===== src/rtl/swr_pkg.sv =====
package swr_pkg;
   localparam int unsigned SWR_WORD_W_DEF = 12;
   localparam int unsigned SWR_WORDS_DEF  = 128;
   localparam int unsigned SWR_SECT_W_DEF = 3;

   function automatic bit swr_is_pow2(input int unsigned n);
      return (n != 0) && ((n & (n - 1)) == 0);
   endfunction
endpackage


===== src/rtl/swr_marker_shift.sv =====
module swr_marker_shift #(
   parameter int unsigned WORD_W = 12
) (
   input  logic              clk,
   input  logic              rst_n,
   input  logic              arm_i,
   input  logic              bit_i,
   input  logic              shift_i,
   output logic              done_o,
   output logic [WORD_W-1:0] word_o
);
   localparam int unsigned FRAME_W = WORD_W + 1;
   localparam logic [FRAME_W-1:0] MARK = FRAME_W'(1);

   logic [FRAME_W-1:0] sh_q;
   logic               stage_q;
   logic [FRAME_W-1:0] frame_nxt;

   // bits enter at the LSB, the marker climbs ahead of them
   assign frame_nxt = {sh_q[FRAME_W-2:0], stage_q};
   // marker in the top stage: this shift moves it into overflow
   assign done_o    = shift_i & sh_q[FRAME_W-1] & ~arm_i;
   assign word_o    = frame_nxt[FRAME_W-1:1];

   always_ff @(posedge clk or negedge rst_n) begin
      if (!rst_n) begin
         sh_q    <= MARK;
         stage_q <= 1'b0;
      end else if (arm_i) begin
         sh_q    <= MARK;
         stage_q <= 1'b0;
      end else if (shift_i) begin
         sh_q    <= done_o ? MARK : frame_nxt;
         stage_q <= bit_i;
      end else if (bit_i) begin
         stage_q <= 1'b1;
      end
   end
endmodule


===== src/rtl/swr_parity.sv =====
module swr_parity (
   input  logic clk,
   input  logic rst_n,
   input  logic arm_i,
   input  logic bit_i,
   input  logic done_i,
   output logic err_o
);
   logic par_q;

   always_ff @(posedge clk or negedge rst_n) begin
      if (!rst_n) begin
         par_q <= 1'b1;
         err_o <= 1'b0;
      end else if (arm_i) begin
         par_q <= 1'b1;
         err_o <= 1'b0;
      end else if (done_i) begin
         err_o <= err_o | par_q;
         par_q <= ~bit_i;
      end else if (bit_i) begin
         par_q <= ~par_q;
      end
   end
endmodule


===== src/rtl/swr_gate.sv =====
module swr_gate
   import swr_pkg::*;
#(
   parameter int unsigned WORD_W         = 12,
   parameter int unsigned WORDS_PER_SECT = 128,
   parameter int unsigned SECT_W         = 3
) (
   input  logic              clk,
   input  logic              rst_n,
   input  logic              arm_i,
   input  logic              done_i,
   input  logic [WORD_W-1:0] word_i,
   input  logic [SECT_W-1:0] sector_cnt_i,
   input  logic [SECT_W-1:0] sector_adr_i,
   output logic [WORD_W-1:0] word_o,
   output logic              req_o,
   output logic              end_o
);
   localparam int unsigned CNT_W = $clog2(WORDS_PER_SECT);
   localparam logic [CNT_W-1:0] LAST = CNT_W'(WORDS_PER_SECT - 1);

   logic [CNT_W-1:0] cnt_q;
   logic [CNT_W-1:0] cnt_inc;
   logic             hit;
   logic             last;

   assign hit  = (sector_cnt_i == sector_adr_i);
   assign last = (cnt_q == LAST);

   generate
      if (swr_is_pow2(WORDS_PER_SECT)) begin : g_wrap_nat
         assign cnt_inc = cnt_q + CNT_W'(1);
      end else begin : g_wrap_cmp
         assign cnt_inc = last ? '0 : cnt_q + CNT_W'(1);
      end
   endgenerate

   always_ff @(posedge clk or negedge rst_n) begin
      if (!rst_n) begin
         cnt_q  <= '0;
         word_o <= '0;
         req_o  <= 1'b0;
         end_o  <= 1'b0;
      end else begin
         req_o <= done_i & hit;
         end_o <= done_i & last;
         if (arm_i) begin
            cnt_q <= '0;
         end else if (done_i) begin
            cnt_q <= cnt_inc;
         end
         if (done_i && hit) begin
            word_o <= word_i;
         end
      end
   end
endmodule


===== src/rtl/serial_word_reader.sv =====
module serial_word_reader
   import swr_pkg::*;
#(
   parameter int unsigned WORD_W         = SWR_WORD_W_DEF,
   parameter int unsigned WORDS_PER_SECT = SWR_WORDS_DEF,
   parameter int unsigned SECT_W         = SWR_SECT_W_DEF
) (
   input  logic              clk,
   input  logic              rst_n,
   input  logic              arm_i,
   input  logic              strobe_i,
   input  logic              rd_pulse_i,
   input  logic              shift_i,
   input  logic [SECT_W-1:0] sector_cnt_i,
   input  logic [SECT_W-1:0] sector_adr_i,
   output logic [WORD_W-1:0] word_o,
   output logic              xfer_req_o,
   output logic              par_err_o,
   output logic              sector_end_o
);
   generate
      if (WORD_W < 2) begin : g_bad_word_w
         $error("serial_word_reader: WORD_W must be at least 2");
      end
      if (WORDS_PER_SECT < 2) begin : g_bad_words
         $error("serial_word_reader: WORDS_PER_SECT must be at least 2");
      end
      if (SECT_W < 1) begin : g_bad_sect_w
         $error("serial_word_reader: SECT_W must be at least 1");
      end
   endgenerate

   logic              one_bit;
   logic              done;
   logic [WORD_W-1:0] rx_word;

   assign one_bit = strobe_i & rd_pulse_i;

   swr_marker_shift #(.WORD_W(WORD_W)) u_shift (
      .clk    (clk),
      .rst_n  (rst_n),
      .arm_i  (arm_i),
      .bit_i  (one_bit),
      .shift_i(shift_i),
      .done_o (done),
      .word_o (rx_word)
   );

   swr_parity u_par (
      .clk   (clk),
      .rst_n (rst_n),
      .arm_i (arm_i),
      .bit_i (one_bit),
      .done_i(done),
      .err_o (par_err_o)
   );

   swr_gate #(
      .WORD_W        (WORD_W),
      .WORDS_PER_SECT(WORDS_PER_SECT),
      .SECT_W        (SECT_W)
   ) u_gate (
      .clk         (clk),
      .rst_n       (rst_n),
      .arm_i       (arm_i),
      .done_i      (done),
      .word_i      (rx_word),
      .sector_cnt_i(sector_cnt_i),
      .sector_adr_i(sector_adr_i),
      .word_o      (word_o),
      .req_o       (xfer_req_o),
      .end_o       (sector_end_o)
   );
endmodule


===== config.mk =====
export PLATFORM = sky130hd
export DESIGN_NAME = serial_word_reader
export DESIGN_NICKNAME = d
export VERILOG_FILES = /design/src/rtl/swr_pkg.sv /design/src/rtl/swr_marker_shift.sv /design/src/rtl/swr_parity.sv /design/src/rtl/swr_gate.sv /design/src/rtl/serial_word_reader.sv
export SDC_FILE = /design/constraint.sdc
export NUM_CORES = 1
export LEC_CHECK = 0
export BUFFER_PORTS_ARGS = -buffer_cell sky130_fd_sc_hd__buf_2
export CAP_MARGIN = 20
export CORE_MARGIN = 2
export CORE_UTILIZATION = 54
export DETAILED_ROUTE_END_ITERATION = 16
export PLACE_DENSITY = 0.81
export SLEW_MARGIN = 20
export SYNTH_ARGS = -nofsm -noshare
export SYNTH_HDL_FRONTEND = slang
export SYNTH_SLANG_ARGS = --single-unit

===== constraint.sdc =====
create_clock -name clk -period 2 [get_ports clk]
set_clock_uncertainty 0.2 [all_clocks]
set_input_delay 0.2 -clock clk [delete_from_list [all_inputs] [get_ports clk]]
set_output_delay 0.2 -clock clk [all_outputs]
set_load 0.005 [all_outputs]

==> flow_summary.toml, run 1 <==
[sta]
slew_viol_final = 0
finalCritPeriodShare_pct = 85.7
final_hold_viol_count = 0
max_slew_margin_pct = 48.2
fin_crit_ns = 1.71
rsz0062_at_grt = "false"
setup_viol = 0
worst_pin_slew_ns = 0.776
final.setup.tns_ns = 0
fmax_ghz = 0.584

[job]
cap_violations = 0

[route]
postRouteAntennaNets = 0
drt-pass1-iter-count = 4
avgRoutedWirePerCell_um = 13.9
vias = 1092
drtIter0Drc = 32
vias_per_cell = 5.43
drcViolationCount = 0
drt-total-wl_um = 2790

[grt]
overflow = 0
track_usage_pct = 18.9
antenna_found_initial = 0
grt_max_degree = 38
grt_pass1_wl_um = 4750
first_global_vias = 1086

[power]
powerDensity_nw_per_um2 = 744
vdd_drop_max_v = 0.000674
power.leakage_nw = 0.910

[yosys]
ys_ff_latch = 37
yosys_most_used_dff = "dfrtp_1"
yosys.area.top_type_share_pct = 55.5
syn-cell-area_um2 = 1580
synthesis.nets = 150
yosysTopAreaCell = "dfrtp_1"
synth.most_common_cell = "dfrtp_1"
ys_types = 26
yosysSeqAreaShare_pct = 58.8
postSynth.asyncResetShare_pct = 100
synthTopCellsByCount = "dfrtp_1, a21oi_1, nor2_1"
syn_avg_cell_area_um2 = 11.5
ys_top_cells_by_area = "dfrtp_1, mux2_2, a21oi_1"
synth-edff-count = 0
synthesis.instances = 137
synth_warnings = 0

[cells_and_area]
nets = 182
fill_cells = 220
drive_above_1_share_pct = 30.6
synthToLayoutAreaGrowth_pct = 16.7
n_antenna_cell = 0
final_cells = 201

[cts]
clock-sinks = 37
numCtsBuffers = 5
cts.path.max_buffers = 2
h-tree-depth = 2
cts_resized = 0
clock_latency_ns = 0.34
clk_pin_slew_ns = 0.10
root_buffer = "clkbuf_4"
cts_tree = "yes"

[setup_path]
crit_required_ns = 2.03
crit_type = "register to register"
critPathArrivalTime_ns = 1.75
rrSetupSlack_ns = 0.29
endpoint_kind = "register"
critPathMaxFanout = 13
critPathLaunchType = "register"

[worst_hold_path]
min_path_type = "primary input to register"

[die]
die_h_um = 58.1
rows = 19
core-area_um2 = 2760
start_util_pct = 57.2
die_area_um2 = 3370
pin_count = 27
fp.dieW_um = 58.1

[placed_design]
dpl.cell_count = 190
dp_hpwl_um = 1880
port-buffer-count = 26
place.gp.congestion = 0.780

[outcome]
outcome = "finished clean"
-- cells by family after synthesis --
family                     Yosys count  synth area share (%)
muxes                               12                  8.56
adders and majority gates            1                 0.793
DFF                                 37                  58.8
buffers and inverters                7                  2.78
and+or+nand+nor                     49                  17.2
AOI/OAI and AO/OA                   25                  8.49
xor gates and xnor gates             6                  3.33
-- worst max-delay path, stage by stage, from the launching register on --
cell	delay (ns)
dfrtp_1	0.49
nand3b_1	0.17
nor4_4	0.15
buf_4	0.24
mux2_2	0.36
-- routing by layer --
layer	vias up	track usage, %	part of all wire [%]
met5	-	0	0
met4	0	10.3	1.6
met3	5	4.24	4.7
met2	29	31.2	48
met1	525	23.0	46
li1	533	-	-
-- sequential cells by signal, summed over array words and instances, names as in the netlist --
name	cells
u_gate.cnt_q	7
u_gate.end_o	1
u_gate.req_o	1
u_gate.word_o	12
u_par.err_o	1
u_par.par_q	1
u_shift.sh_q	13
u_shift.stage_q	1
-- cells in the final DEF (no fill, tap or decap), drive strengths merged --
master,n
dfrtp,35
xnor2,1
a21oi,19
nor4,2
nor2,16
o31ai,2
xor2,5
mux2,12
a31oi,1
ha,1
nand2b,3
clkbuf,7
or3,2
o21bai,1
buf,29
dlygate4sd3,3
bufinv,1
nor2b,13
and2b,1
o21ai,2
nand2,5
or4,2
dfstp,2
nand3b,1
nand3,4
-- path summary, 6_finish.rpt --
check                                       from               end  cells after the start
worst max-delay path            u_shift.sh_q[12]  u_gate.word_o[1]                      4
worst min-delay path                    strobe_i       u_par.par_q                      4
worst max register to register  u_shift.sh_q[12]  u_gate.word_o[1]                      4
worst min register to register  u_gate.word_o[2]  u_gate.word_o[2]                      1
max in group asynchronous                  rst_n  u_gate.word_o[7]                      2
min in group asynchronous                  rst_n       u_par.err_o                      2
-- through the flow --
step | area [µm²] | setup WS (ns) | utilization [%] | hold slack, ns | power [mW]
CTS | 1840 | 0.276 | 66.7 | 0.00874 | 1.38
global placement | 1730 | 0.325 | 62.6 | 0.117 | 0.843
detailed placement | 1730 | 0.299 | 62.6 | 0.130 | 0.845
global route | 1840 | 0.203 | 66.7 | 0.0354 | 1.42
finish | 1840 | 0.286 | 66.7 | 0.0163 | 1.37
floorplan | 1580 | 0.377 | - | -0.296 | 0.809
-- power by group --
| part | switching [mW] | total (mW) | internal [mW] | leakage, nW |
|---|---|---|---|---|
| Combinational | 0.0459 | 0.0720 | 0.0261 | 0.356 |
| Sequential | 0.00526 | 0.762 | 0.757 | 0.508 |
| Clock | 0.236 | 0.534 | 0.298 | 0.0455 |
-- repair_timing --
item	4_1_cts	5_1_grt
setup buffers	0	0
endpoints found under the hold margin	36	0
endpoints found under the setup margin	0	0
hold buffers	3	0
-- area by class of cell --
type / instances / area [µm²] / area share (%)
Multi-Input combinational cell: 93 / 606 / 32.9
Tap cell: 31 / 38.8 / 2.11
Timing Repair Buffer: 32 / 183 / 9.93
Clock buffer: 7 / 55.1 / 2.99
Clock inverter: 1 / 30.0 / 1.63
Sequential cell: 37 / 928 / 50.4
(Power assumes the default switching activity.)
==> inputs of run 2 (changes only) <==
--- a/config.mk
+++ b/config.mk
@@ -10,7 +10,7 @@
 export CORE_MARGIN = 2
 export CORE_UTILIZATION = 54
 export DETAILED_ROUTE_END_ITERATION = 16
-export PLACE_DENSITY = 0.81
+export PLACE_DENSITY = 0.77
 export SLEW_MARGIN = 20
 export SYNTH_ARGS = -nofsm -noshare
 export SYNTH_HDL_FRONTEND = slang
==> constraint.sdc (replaced) <==
create_clock -name clk -period 2 [get_ports clk]
set_clock_uncertainty 0.2 [all_clocks]
set_input_delay 0.3 -clock clk [delete_from_list [all_inputs] [get_ports clk]]
set_output_delay 0.3 -clock clk [all_outputs]
set_load 0.005 [all_outputs]
==> run 2 against run 1 <==
  * Critical path depth did not move
  * Core utilization fell by 0.73 points
  * Global-route usage fell by 0.13 points
  * Non-clock buffer count fell by 2
  * Critical endpoint is now u_gate.word_o[4]
  * Largest cell class unchanged
==> flow_summary.toml, run 2 (same netlist as run 1, synthesis figures left out) <==
[die]
start_util_pct = 57.2
pin_count = 27
rows = 19
fp.dieW_um = 58.1
die_h_um = 58.1
core-area_um2 = 2760
die_area_um2 = 3370

[cells_and_area]
ff_latch_area_um2 = 928
synthToLayoutAreaGrowth_pct = 15.4
fill_cells = 221
final_common_cell = "dfrtp_1"
n_antenna_cell = 0
nets = 180
largest_register = "u_shift.sh_q"
top_regs = "u_shift.sh_q: 13 flops, u_gate.word_o: 12 flops, u_gate.cnt_q: 7 flops"
most-common-layout-cells = "dfrtp_1, buf_2, a21oi_1, nor2_1, nor2b_1"
drive_above_1_share_pct = 31.0
multi_input_area_um2 = 606
post-route-util_pct = 66.0
postLayoutCellArea_um2 = 1820
final_cells = 199
largest_reg_flops = 13

[grt]
first_global_vias = 1036
antenna_found_initial = 0
overflow = 0
grt_pass1_wl_um = 4690
track_usage_pct = 18.7
grt_max_degree = 38

[route]
drt-total-wl_um = 2780
drt-pass1-iter-count = 4
avgRoutedWirePerCell_um = 14.0
drcViolationCount = 0
postRouteAntennaNets = 0
drtIter0Drc = 43
vias = 1093
vias_per_cell = 5.49

[setup_path]
cp_num_buf_inv = 1
crit_slowest_cell = "dfrtp_1"
cp_cell_sequence = "nand3b_1, nor4_4, buf_4, mux2_2"
endpoint_kind = "register"
critPathArrivalTime_ns = 1.75
cp_slowest_stage_delay_ns = 0.49
critPathTopFamily = "flip-flops"
critPathLaunchType = "register"
crit_type = "register to register"
crit_required_ns = 2.03
critPathMaxFanout = 13

[sta]
max_slew_margin_pct = 46.6
fin_crit_ns = 1.72
hold_ws_ns = 0.0524
slew_viol_final = 0
fmax_ghz = 0.582
setup_viol = 0
final.setup.tns_ns = 0
worst_pin_slew_ns = 0.800
final.setup.worst_slack_ns = 0.282
finalCritPeriodShare_pct = 85.9
rsz0062_at_grt = "false"
final_hold_viol_count = 0

[placed_design]
pre_cts_slack_ns = 0.225
dpl.cell_count = 190
placed_cell_area_um2 = 1730
dp_hpwl_um = 1910
port-buffer-count = 26
place.gp.congestion = 0.733

[cts]
clock-sinks = 37
cts_tree = "yes"
cts.path.max_buffers = 2
cts_setup_buffers = 0
clock_latency_ns = 0.34
root_buffer = "clkbuf_4"
cts_resized = 0
h-tree-depth = 2
numCtsBuffers = 5
hold_buffers = 1
clk_pin_slew_ns = 0.11

[worst_hold_path]
min_path_type = "primary input to register"

[job]
cap_violations = 0

[power]
p_total_mw = 1.37
power.leakage_nw = 0.903
powerDensity_nw_per_um2 = 752
vdd_drop_max_v = 0.000636

[outcome]
outcome = "finished clean"
==> run 2: path summary, 6_finish.rpt <==
kind	start	to	slack [ns]	cells after the start
max in group asynchronous	rst_n	u_gate.cnt_q[0]	0.72	2
min	rd_pulse_i	u_shift.stage_q	0.05	3
max reg2reg	u_shift.sh_q[12]	u_gate.word_o[4]	0.28	4
min reg2reg	u_gate.word_o[10]	u_gate.word_o[10]	0.31	1
min in group asynchronous	rst_n	u_gate.cnt_q[4]	0.37	2
max	u_shift.sh_q[12]	u_gate.word_o[4]	0.28	4
==> run 2: power by group <==
group / internal [mW] / total (mW) / switching, mW
Combinational: 0.0236 / 0.0695 / 0.0459
Clock: 0.299 / 0.537 / 0.238
Sequential: 0.757 / 0.762 / 0.00508
==> run 2: per-layer routing <==
| layer | global-route usage (%) | share of wire (%) | vias to the layer above |
|---|---|---|---|
| li1 | - | - | 529 |
| met5 | 0 | 0 | - |
| met1 | 23.4 | 46 | 534 |
| met4 | 6.31 | 1.3 | 0 |
| met3 | 7.81 | 4.7 | 4 |
| met2 | 29.5 | 48 | 26 |
==> run 2: worst reg2reg max path: cells and delay by family, from the launching register on <==
kind | cells | cell delay (ns)
muxes | 1 | 0.36
buffers and inverters | 1 | 0.24
DFF | 1 | 0.49
and+or+nand+nor | 2 | 0.32
==> run 2: layout make-up <==
class | instances | share of cell area, %
Sequential cell | 37 | 51.0
Timing Repair Buffer | 30 | 8.93
Clock buffer | 7 | 3.02
Clock inverter | 1 | 1.65
Multi-Input combinational cell | 93 | 33.3
Tap cell | 31 | 2.13
